--- config.mk ---
export PLATFORM = sky130hd
export DESIGN_NAME = fi_supervisor
export DESIGN_NICKNAME = d
export VERILOG_FILES = /design/src/rtl/fi_pkg.sv /design/src/rtl/fi_prescaler.sv /design/src/rtl/fi_pulse_counter.sv /design/src/rtl/fi_us_timer.sv /design/src/rtl/fi_ctrl.sv /design/src/rtl/fi_supervisor.sv
export SDC_FILE = /design/constraint.sdc
export NUM_CORES = 1
export LEC_CHECK = 0
export ABC_AREA = 1
export BUFFER_PORTS_ARGS = -buffer_cell sky130_fd_sc_hd__buf_4
export CORE_ASPECT_RATIO = 0.7
export CORE_MARGIN = 2
export CORE_UTILIZATION = 50
export DETAILED_ROUTE_END_ITERATION = 16
export GPL_TIMING_DRIVEN = 0
export PLACE_DENSITY = 0.66
export SKIP_CTS_REPAIR_TIMING = 1
export SYNTH_ARGS = -nofsm -noshare
export SYNTH_HDL_FRONTEND = slang
export SYNTH_HIERARCHICAL = 1
export SYNTH_SLANG_ARGS = --single-unit
--- constraint.sdc ---
create_clock -name clk -period 7.8 [get_ports clk]
set_clock_uncertainty 0.1 [all_clocks]
set_input_delay 0.39 -clock clk [delete_from_list [all_inputs] [get_ports clk]]
set_output_delay 0.39 -clock clk [all_outputs]
set_load 0.01 [all_outputs]
--- src/rtl/fi_pkg.sv ---
package fi_pkg;

    typedef enum logic [2:0] {
        ST_IDLE   = 3'd0,
        ST_TRST   = 3'd1,
        ST_WCFG   = 3'd2,
        ST_ARMED  = 3'd3,
        ST_COUNT  = 3'd4,
        ST_TIMING = 3'd5,
        ST_INJECT = 3'd6,
        ST_DONE   = 3'd7
    } fi_state_e;

    function automatic logic holds_freeze(fi_state_e s);
        return (s == ST_ARMED) || (s == ST_INJECT);
    endfunction

endpackage

--- src/rtl/fi_prescaler.sv ---
module fi_prescaler #(
    parameter int DIV = 100
) (
    input  logic clk,
    input  logic rst,
    input  logic en,
    output logic tick
);
    localparam int CW = (DIV > 1) ? $clog2(DIV) : 1;

    logic [CW-1:0] cnt;

    assign tick = en && (cnt == CW'(DIV - 1));

    always_ff @(posedge clk) begin
        if (rst || !en)
            cnt <= '0;
        else if (tick)
            cnt <= '0;
        else
            cnt <= cnt + 1'b1;
    end

    generate
        if (DIV > 1) begin : g_sparse
            assert_tick_sparse_R6: assert property (@(posedge clk) disable iff (rst)
                tick |=> !tick);
        end
    endgenerate
endmodule

--- src/rtl/fi_pulse_counter.sv ---
module fi_pulse_counter #(
    parameter int W = 16
) (
    input  logic         clk,
    input  logic         rst,
    input  logic         clr,
    input  logic         inc,
    input  logic [W-1:0] target,
    output logic         hit
);
    logic [W-1:0] cnt;
    logic [W:0]   nxt;

    assign nxt = {1'b0, cnt} + 1'b1;
    assign hit = inc && (nxt == {1'b0, target});

    always_ff @(posedge clk) begin
        if (rst || clr)
            cnt <= '0;
        else if (inc)
            cnt <= nxt[W-1:0];
    end
endmodule

--- src/rtl/fi_us_timer.sv ---
module fi_us_timer #(
    parameter int W = 16
) (
    input  logic         clk,
    input  logic         rst,
    input  logic         load,
    input  logic [W-1:0] val,
    input  logic         tick,
    output logic         zero
);
    logic [W-1:0] t;

    assign zero = (t == '0);

    always_ff @(posedge clk) begin
        if (rst)
            t <= '0;
        else if (load)
            t <= val;
        else if (tick && !zero)
            t <= t - 1'b1;
    end
endmodule

--- src/rtl/fi_ctrl.sv ---
module fi_ctrl
    import fi_pkg::*;
#(
    parameter int RST_CYCLES = 16
) (
    input  logic      clk,
    input  logic      rst,
    input  logic      host_rst_req,
    input  logic      cfg_valid,
    input  logic      tgt_pulse,
    input  logic      n_zero,
    input  logic      cnt_hit,
    input  logic      tmr_zero,
    output fi_state_e state_q,
    output logic      cfg_take,
    output logic      tmr_load
);
    localparam int RW = $clog2(RST_CYCLES + 1);

    fi_state_e     nxt;
    logic [RW-1:0] rcnt;
    logic          rst_last;

    assign rst_last = (rcnt == RW'(RST_CYCLES - 1));
    assign cfg_take = !host_rst_req && (state_q == ST_WCFG) && cfg_valid;
    assign tmr_load = !host_rst_req &&
                      (((state_q == ST_ARMED) && tgt_pulse && n_zero) ||
                       ((state_q == ST_COUNT) && cnt_hit));

    always_comb begin
        nxt = state_q;
        if (host_rst_req) begin
            nxt = ST_TRST;
        end else begin
            case (state_q)
                ST_TRST:   if (rst_last) nxt = ST_WCFG;
                ST_WCFG:   if (cfg_valid) nxt = ST_ARMED;
                ST_ARMED:  if (tgt_pulse) nxt = n_zero ? ST_TIMING : ST_COUNT;
                ST_COUNT:  if (cnt_hit) nxt = ST_TIMING;
                ST_TIMING: if (tmr_zero) nxt = ST_INJECT;
                ST_INJECT: if (tgt_pulse) nxt = ST_DONE;
                default:   nxt = state_q;
            endcase
        end
    end

    always_ff @(posedge clk) begin
        if (rst) begin
            state_q <= ST_IDLE;
            rcnt    <= '0;
        end else begin
            state_q <= nxt;
            if (state_q != ST_TRST || host_rst_req)
                rcnt <= '0;
            else if (!rst_last)
                rcnt <= rcnt + 1'b1;
        end
    end

    assert_trst_entry_R2: assert property (@(posedge clk) disable iff (rst)
        host_rst_req |=> (state_q == ST_TRST));

    assert_trst_exit_R2: assert property (@(posedge clk) disable iff (rst)
        (state_q == ST_TRST && rst_last && !host_rst_req) |=> (state_q == ST_WCFG));
endmodule

--- src/rtl/fi_supervisor.sv ---
module fi_supervisor
    import fi_pkg::*;
#(
    parameter int CLKS_PER_US = 100,
    parameter int RST_CYCLES  = 16,
    parameter int PCNT_W      = 16,
    parameter int USEC_W      = 16
) (
    input  logic              clk,
    input  logic              rst,
    input  logic              host_rst_req,
    input  logic              cfg_valid,
    input  logic [PCNT_W-1:0] cfg_pulses,
    input  logic [USEC_W-1:0] cfg_usec,
    input  logic              tgt_pulse,
    output logic              tgt_rst,
    output logic              freeze,
    output logic              irq,
    output logic              done,
    output logic [2:0]        state_o
);
    fi_state_e         state;
    logic              cfg_take, tmr_load, cnt_hit, tmr_zero, us_tick;
    logic [PCNT_W-1:0] n_q;
    logic [USEC_W-1:0] u_q;

    always_ff @(posedge clk) begin
        if (rst) begin
            n_q <= '0;
            u_q <= '0;
        end else if (cfg_take) begin
            n_q <= cfg_pulses;
            u_q <= cfg_usec;
        end
    end

    fi_ctrl #(.RST_CYCLES(RST_CYCLES)) u_ctrl (
        .clk(clk), .rst(rst), .host_rst_req(host_rst_req), .cfg_valid(cfg_valid),
        .tgt_pulse(tgt_pulse), .n_zero(n_q == '0), .cnt_hit(cnt_hit),
        .tmr_zero(tmr_zero), .state_q(state), .cfg_take(cfg_take), .tmr_load(tmr_load)
    );

    fi_pulse_counter #(.W(PCNT_W)) u_pcnt (
        .clk(clk), .rst(rst), .clr(state != ST_COUNT),
        .inc(tgt_pulse && state == ST_COUNT), .target(n_q), .hit(cnt_hit)
    );

    fi_prescaler #(.DIV(CLKS_PER_US)) u_presc (
        .clk(clk), .rst(rst), .en(state == ST_TIMING), .tick(us_tick)
    );

    fi_us_timer #(.W(USEC_W)) u_tmr (
        .clk(clk), .rst(rst), .load(tmr_load), .val(u_q), .tick(us_tick), .zero(tmr_zero)
    );

    assign tgt_rst = (state == ST_TRST);
    assign freeze  = holds_freeze(state);
    assign irq     = (state == ST_INJECT);
    assign done    = (state == ST_DONE);
    assign state_o = state;

    assert_cfg_stable_R3: assert property (@(posedge clk) disable iff (rst)
        (state != ST_WCFG) |=> ($stable(n_q) && $stable(u_q)));

    assert_inject_on_zero_R7: assert property (@(posedge clk) disable iff (rst)
        (state == ST_TIMING && tmr_zero && !host_rst_req) |=> (irq && freeze));

    assert_irq_hold_R8: assert property (@(posedge clk) disable iff (rst)
        (irq && !tgt_pulse && !host_rst_req) |=> irq);

    assert_irq_release_R8: assert property (@(posedge clk) disable iff (rst)
        (irq && tgt_pulse && !host_rst_req) |=> (!irq && !freeze && done));

    assert_done_hold_R10: assert property (@(posedge clk) disable iff (rst)
        (done && !host_rst_req) |=> done);
endmodule

Word-level counts from Yosys, hierarchy flattened
Index checks and enable logic that the tools add are counted.
{"block": "totals", "ff_bits": 79, "inputBits": 37, "output_inout_bits": 7, "word_cells": 75}
{"block": "op_classes", "addsub": 4, "eq_ne": 24, "muxes": 11, "n_reduce_logical": 28}
{"operator": "zero test 16 bit", "count": 2}
{"operator": "2-to-1 mux 16 bit", "count": 2}
{"operator": "2-to-1 mux 3 bit", "count": 6}
{"operator": "case mux 3 bit (6 select lines)", "count": 1}
{"operator": "adder 16 x 1 -> 17 bit, second input constant", "count": 1}
{"operator": "equality test 17 x 16 -> 1 bit", "count": 1}
{"operator": "subtractor 16 x 1 -> 16 bit, second input constant", "count": 1}
{"operator": "AND reduction 7 bit", "count": 2}
{"operator": "equality test 3 bit, second input constant", "count": 4}
{"operator": "!= test 3 bit, second input constant", "count": 4}
{"operator": "logical AND 1 bit", "count": 10}
{"operator": "!= test 3 x 2 -> 1 bit, second input constant", "count": 3}
{"operator": "adder 7 x 1 -> 7 bit, second input constant", "count": 1}
{"operator": "equality test 7 bit, second input constant", "count": 1}
{"operator": "nonzero test 7 bit", "count": 1}
{"operator": "equality test 3 x 2 -> 1 bit, second input constant", "count": 2}
{"operator": "!= test 2 x 1 -> 1 bit, second input constant", "count": 3}
{"operator": "!= test 2 bit, second input constant", "count": 3}
{"operator": "nonzero test 6 bit", "count": 1}
{"operator": "OR reduction 2 bit", "count": 3}
{"operator": "adder 5 x 1 -> 5 bit, second input constant", "count": 1}
{"operator": "equality test 5 x 4 -> 1 bit, second input constant", "count": 1}
{"operator": "logical OR 1 bit", "count": 5}
{"operator": "equality test 3 x 1 -> 1 bit, second input constant", "count": 1}
{"operator": "4 further kinds", "count": 7}

Logic depth before layout (Yosys ltp)
{"block": "logic_depth", "depth_word": 7, "mapped_depth": 21}

Hierarchy
Netlist, hierarchy kept.
{"mod": "fi_pulse_counter", "instances": 1, "cells_each": 243, "area_each_um2": 1408.9, "seq_area_each_um2": 320.3}
{"mod": "fi_supervisor", "instances": 1, "cells_each": 166, "area_each_um2": 1305.0, "seq_area_each_um2": 640.6}
{"mod": "fi_us_timer", "instances": 1, "cells_each": 212, "area_each_um2": 1194.9, "seq_area_each_um2": 320.3}
{"mod": "fi_ctrl", "instances": 1, "cells_each": 95, "area_each_um2": 586.8, "seq_area_each_um2": 160.2}
{"mod": "fi_prescaler", "instances": 1, "cells_each": 50, "area_each_um2": 366.6, "seq_area_each_um2": 140.1}

Worst setup path after synthesis
Ideal clock, no wire load.
{"block": "synth_path", "kind": "reg2reg", "startpoint": "reg u_ctrl.state_q[1]", "endpoint": "reg u_tmr.t[13]", "setup_ns": 0.116, "t_arrival_ns": 2.601, "required_time_ns": 7.584, "setup_slack_ns": 4.983, "path_stages_with_launch": 21, "n_path_buf": 1, "synth_period_minus_slack_ns": 2.817, "cell_sequence": "dfxtp_1 -> inv_2 -> nand3_1 -> nor2_1 -> nand2_1 -> nand2_1 -> nand3_1 -> nor2_1 -> nand2_1 -> nor2_1 -> nand2_1 -> nor2_1 -> nand2_1 -> nor2_1 -> nand3_1 -> a21oi_1 -> inv_1 -> buf_2 -> or2_2 -> nand2_1 -> a21oi_1"}
{"block": "synth_via", "elab_chain_len": 7, "word_cells_on_any_way": 14}
{"element": "start: declaration", "line_no": "fi_ctrl.sv:14", "text": "output fi_state_e state_q,"}
{"element": "start signal: assignment", "line_no": "fi_ctrl.sv:52", "text": "state_q <= nxt;"}
{"element": "equality test 3 bit (*)", "line_no": "fi_supervisor.sv:45", "text": ".inc(tgt_pulse && state == ST_COUNT), .target(n_q), .hit(cnt_hit)"}
{"element": "logical AND 1 bit (*)", "line_no": "fi_supervisor.sv:45"}
{"element": "logical AND 1 bit (*)", "line_no": "fi_pulse_counter.sv:15", "text": "assign hit = inc && (nxt == {1'b0, target});"}
{"element": "net cnt_hit", "line_no": "fi_supervisor.sv:23", "text": "logic cfg_take, tmr_load, cnt_hit, tmr_zero, us_tick;"}
{"element": "logical AND 1 bit (*)", "line_no": "fi_ctrl.sv:28", "text": "((state_q == ST_COUNT) && cnt_hit));"}
{"element": "logical OR 1 bit (*)", "line_no": "fi_ctrl.sv:27", "text": "(((state_q == ST_ARMED) && tgt_pulse && n_zero) ||"}
{"element": "logical AND 1 bit (*)", "line_no": "fi_ctrl.sv:26", "text": "assign tmr_load = !host_rst_req &&"}
{"element": "net tmr_load", "line_no": "fi_supervisor.sv:23"}
{"element": "2-to-1 mux 16 bit or nonzero test 2 bit (tied branches)"}
{"element": "end signal: assignment", "line_no": "fi_us_timer.sv:19", "text": "t <= val;"}
{"element": "end signal: assignment", "line_no": "fi_us_timer.sv:21", "text": "t <= t - 1'b1;"}
{"element": "end: declaration", "line_no": "fi_us_timer.sv:11", "text": "logic [W-1:0] t;"}
The timed path passes the listed nets; every way through them passes the cells marked *.
A chain may end at the register's enable or synchronous reset.

Worst setup path after layout
{"block": "layout_path", "startpoint": "reg u_ctrl.state_q[1]", "endpoint": "reg u_tmr.t[14]"}
The elaborated chain is that of the path after synthesis.

==> metrics.yaml <==
core_area_sq_mm: 0.00957
layout_commonest_cell: "nand2_1"
start_util: 0.508
drtAntennaViolNets: 0
hold_viol_final: 0
crit_path_top_delay_cell: "a21oi_1"
combPwrFrac: 0.098
fillers: 951
leakage_uw: 0.00257
cts_tree: "done"
outcome: "complete, no violations"
place_congestion: 0.892
io_pins: 44
viasPerCell: 5.16
num_vias: 4914
avgSynthCellArea_sq_um: 6.35
root_buffer: "clkbuf_16"
first_pass_iters: 5
power_density_mw_per_mm2: 173
holdWs_ns: 0.211
synth_area_sq_mm: 0.00486
post-dp-hpwl_mm: 9.77
path_common_cell: "nand2_1"
finalSetupViolCount: 0
grt_pass1_vias: 4349
drv_slew: 0
clockBufferDepth: 2
synth-seq-cells: 79
intPower_uw: 744
power_frac_clock: 0.479
areaGrowthSynthToFinish_pct: 16.8
grt_pass1_wl_mm: 20.9
tns_ns: 0
cp-start-kind: "register"
endpoint_kind: "register"
top_usage_layer: "met2"
grt-ovfl-total: 0
ys_seq_area_frac: 0.325
mostFrequentLayoutCells: "nand2_1, nor2_1, inv_1"
drv_cap: 0
path_class: "register to register"
period_needed_ns: 3.84
cp.required_ns: 7.93
wire_per_inst_um: 13.4
worst-path-buf-inv: 3
antenna_found_initial: 0
multi_input_comb_area_sq_mm: 0.00274
worst-endpoint-arrival_ns: 3.97
grt_usage: 0.253
syn-num-nets: 808
switching_share: 0.240
max_freq_mhz: 260
critPathMaxStageDelay_ns: 0.51
worstPathMaxFanout: 11
tightest_slew_ns: 0.600
vdd_drop_max_v: 0.000120
cts.sinks: 79
drc: 0
clk_latency_ns: 0.34
switchingPower_uw: 235
drt_iter0_drc: 348
cts_buffers: 9
regArea_sq_mm: 0.00158
crit_family: "simple AND/OR/NAND/NOR gates"
postLayoutSetupSlackWorst_ns: 3.96
grtUsageMet1: 0.373
rsz0062_at_grt: "false"
total_power_uw: 979
die_height_um: 86.5
wl_mm: 12.8
relSlewSlack: 0.600
dieArea_sq_mm: 0.0105
sequentialPowerShare: 0.423
use_met3: 0.0500
rows: 30
netlist_instances: 766
h-tree-depth: 3
grtUsageMet2: 0.379
drive_above_1_share: 0.179
cp_cell_sequence: "inv_2 -> nand3_1 -> nor2_1 -> nand2_1 -> nand2_1 -> nand3_1 -> nor2_1 -> nand2_1 -> nor2_1 -> nand2_1 -> nor2_1 -> nand2_1 -> nor2_1 -> nand3_1 -> a21oi_1 -> inv_1 -> buf_2 -> or2_2 -> nand2_1 -> a21oi_1"
ys_warn_count: 6
n_antenna_cell: 0
die_w_um: 122
synth.distinct_cells: 33
place_ws_ns: 4.09
cts.clk_slew.worst_paths_ns: 0.06
port_buffers: 43
grt_start_max_net_pins: 14
fin_crit_sh: 0.493
hp-class: "input port to register"
nets: 862
[metal layers]
layer | vias to the layer above | share of wire
li1 | 2520 | -
met1 | 2248 | 0.51
met2 | 134 | 0.42
met3 | 12 | 0.059
met4 | 0 | 0.0091
met5 | - | 0
[Yosys cell counts (all sizes together)]
library cell | count | area, sq um
nand3 | 65 | 335
xnor2 | 3 | 26.3
o211ai | 6 | 45.0
xor2 | 6 | 52.6
nor4 | 1 | 6.26
a21oi | 43 | 215
o21ai | 31 | 159
nor2 | 145 | 639
a211oi | 12 | 150
clkbuf | 5 | 18.8
inv | 107 | 402
nor3 | 5 | 25.0
o21bai | 3 | 22.5
dfxtp | 79 | 1580
xor3 | 1 | 23.8
or2 | 2 | 12.5
nand3b | 3 | 22.5
nand4 | 11 | 68.8
buf | 16 | 114
ha | 5 | 62.6
nand2 | 214 | 863
clkinv | 1 | 3.75
and2 | 2 | 12.5
[metrics by stage]
| stage | instance area (sq um) | util | std cells |
|---|---|---|---|
| 6_report | 5680 | 0.593 | 953 |
| 2_1_floorplan | 4860 | - | 766 |
| 5_1_grt | 5680 | 0.593 | 953 |
| 3_5_place_dp | 5350 | 0.558 | 937 |
| 4_1_cts | 5680 | 0.593 | 953 |
| 3_3_place_gp | 5350 | 0.558 | 937 |
[power by group through the flow]
stage	Sequential (uW)	Clock (uW)	Combinational (uW)
final	414	469	95.6
after floorplan	423	0	58.7
after detailed placement	423	0	93.9
after global placement	423	0	92.0
after global routing	415	496	106
after CTS	414	478	94.4
[path summary, 6_finish.rpt]
check                              to  cells after the start                           start  slack [ns]
max reg2reg  u_tmr/t[14]$_SDFFE_PP0P_                     20  u_ctrl/state_q[1]$_SDFFE_PP0P_        3.96
min              u_q[11]$_SDFFE_PP0P_                      3                    cfg_usec[11]        0.21
min reg2reg       u_q[6]$_SDFFE_PP0P_                      2             u_q[6]$_SDFFE_PP0P_        0.36
max          u_tmr/t[14]$_SDFFE_PP0P_                     20  u_ctrl/state_q[1]$_SDFFE_PP0P_        3.96
[flip-flops by register name, indices dropped and copies added, names as in the netlist]
register and cells:
u_ctrl/state_q 3, u_pcnt/cnt 16, u_q 16, u_tmr/t 16
u_presc/cnt 7, u_ctrl/rcnt 5, n_q 16
[tightest hold or removal path: cells and delay by family]
family	cells	cell delay, ns
compound gates	1	0.05
buf+inv	1	0.11
simple gates	1	0.05
[area by class of cell]
cell class	instances	area share
Sequential cell	79	0.279
Multi-Input combinational cell	558	0.483
Buffer	21	0.0234
Clock buffer	11	0.0445
Inverter	108	0.0714
Timing Repair Buffer	43	0.0569
Tap cell	128	0.0282
Clock inverter	5	0.0141
[kinds of logic after synthesis]
family | count (synthesis) | synth area share
adder cells (fa/ha/maj) | 5 | 0.0129
flip-flops | 79 | 0.325
XOR/XNOR | 10 | 0.0211
buffers and inverters | 129 | 0.111
AND/OR/NAND/NOR | 448 | 0.408
AO/OA/AOI/OAI | 95 | 0.122
Note: power is estimated with default switching activity, not from simulation.
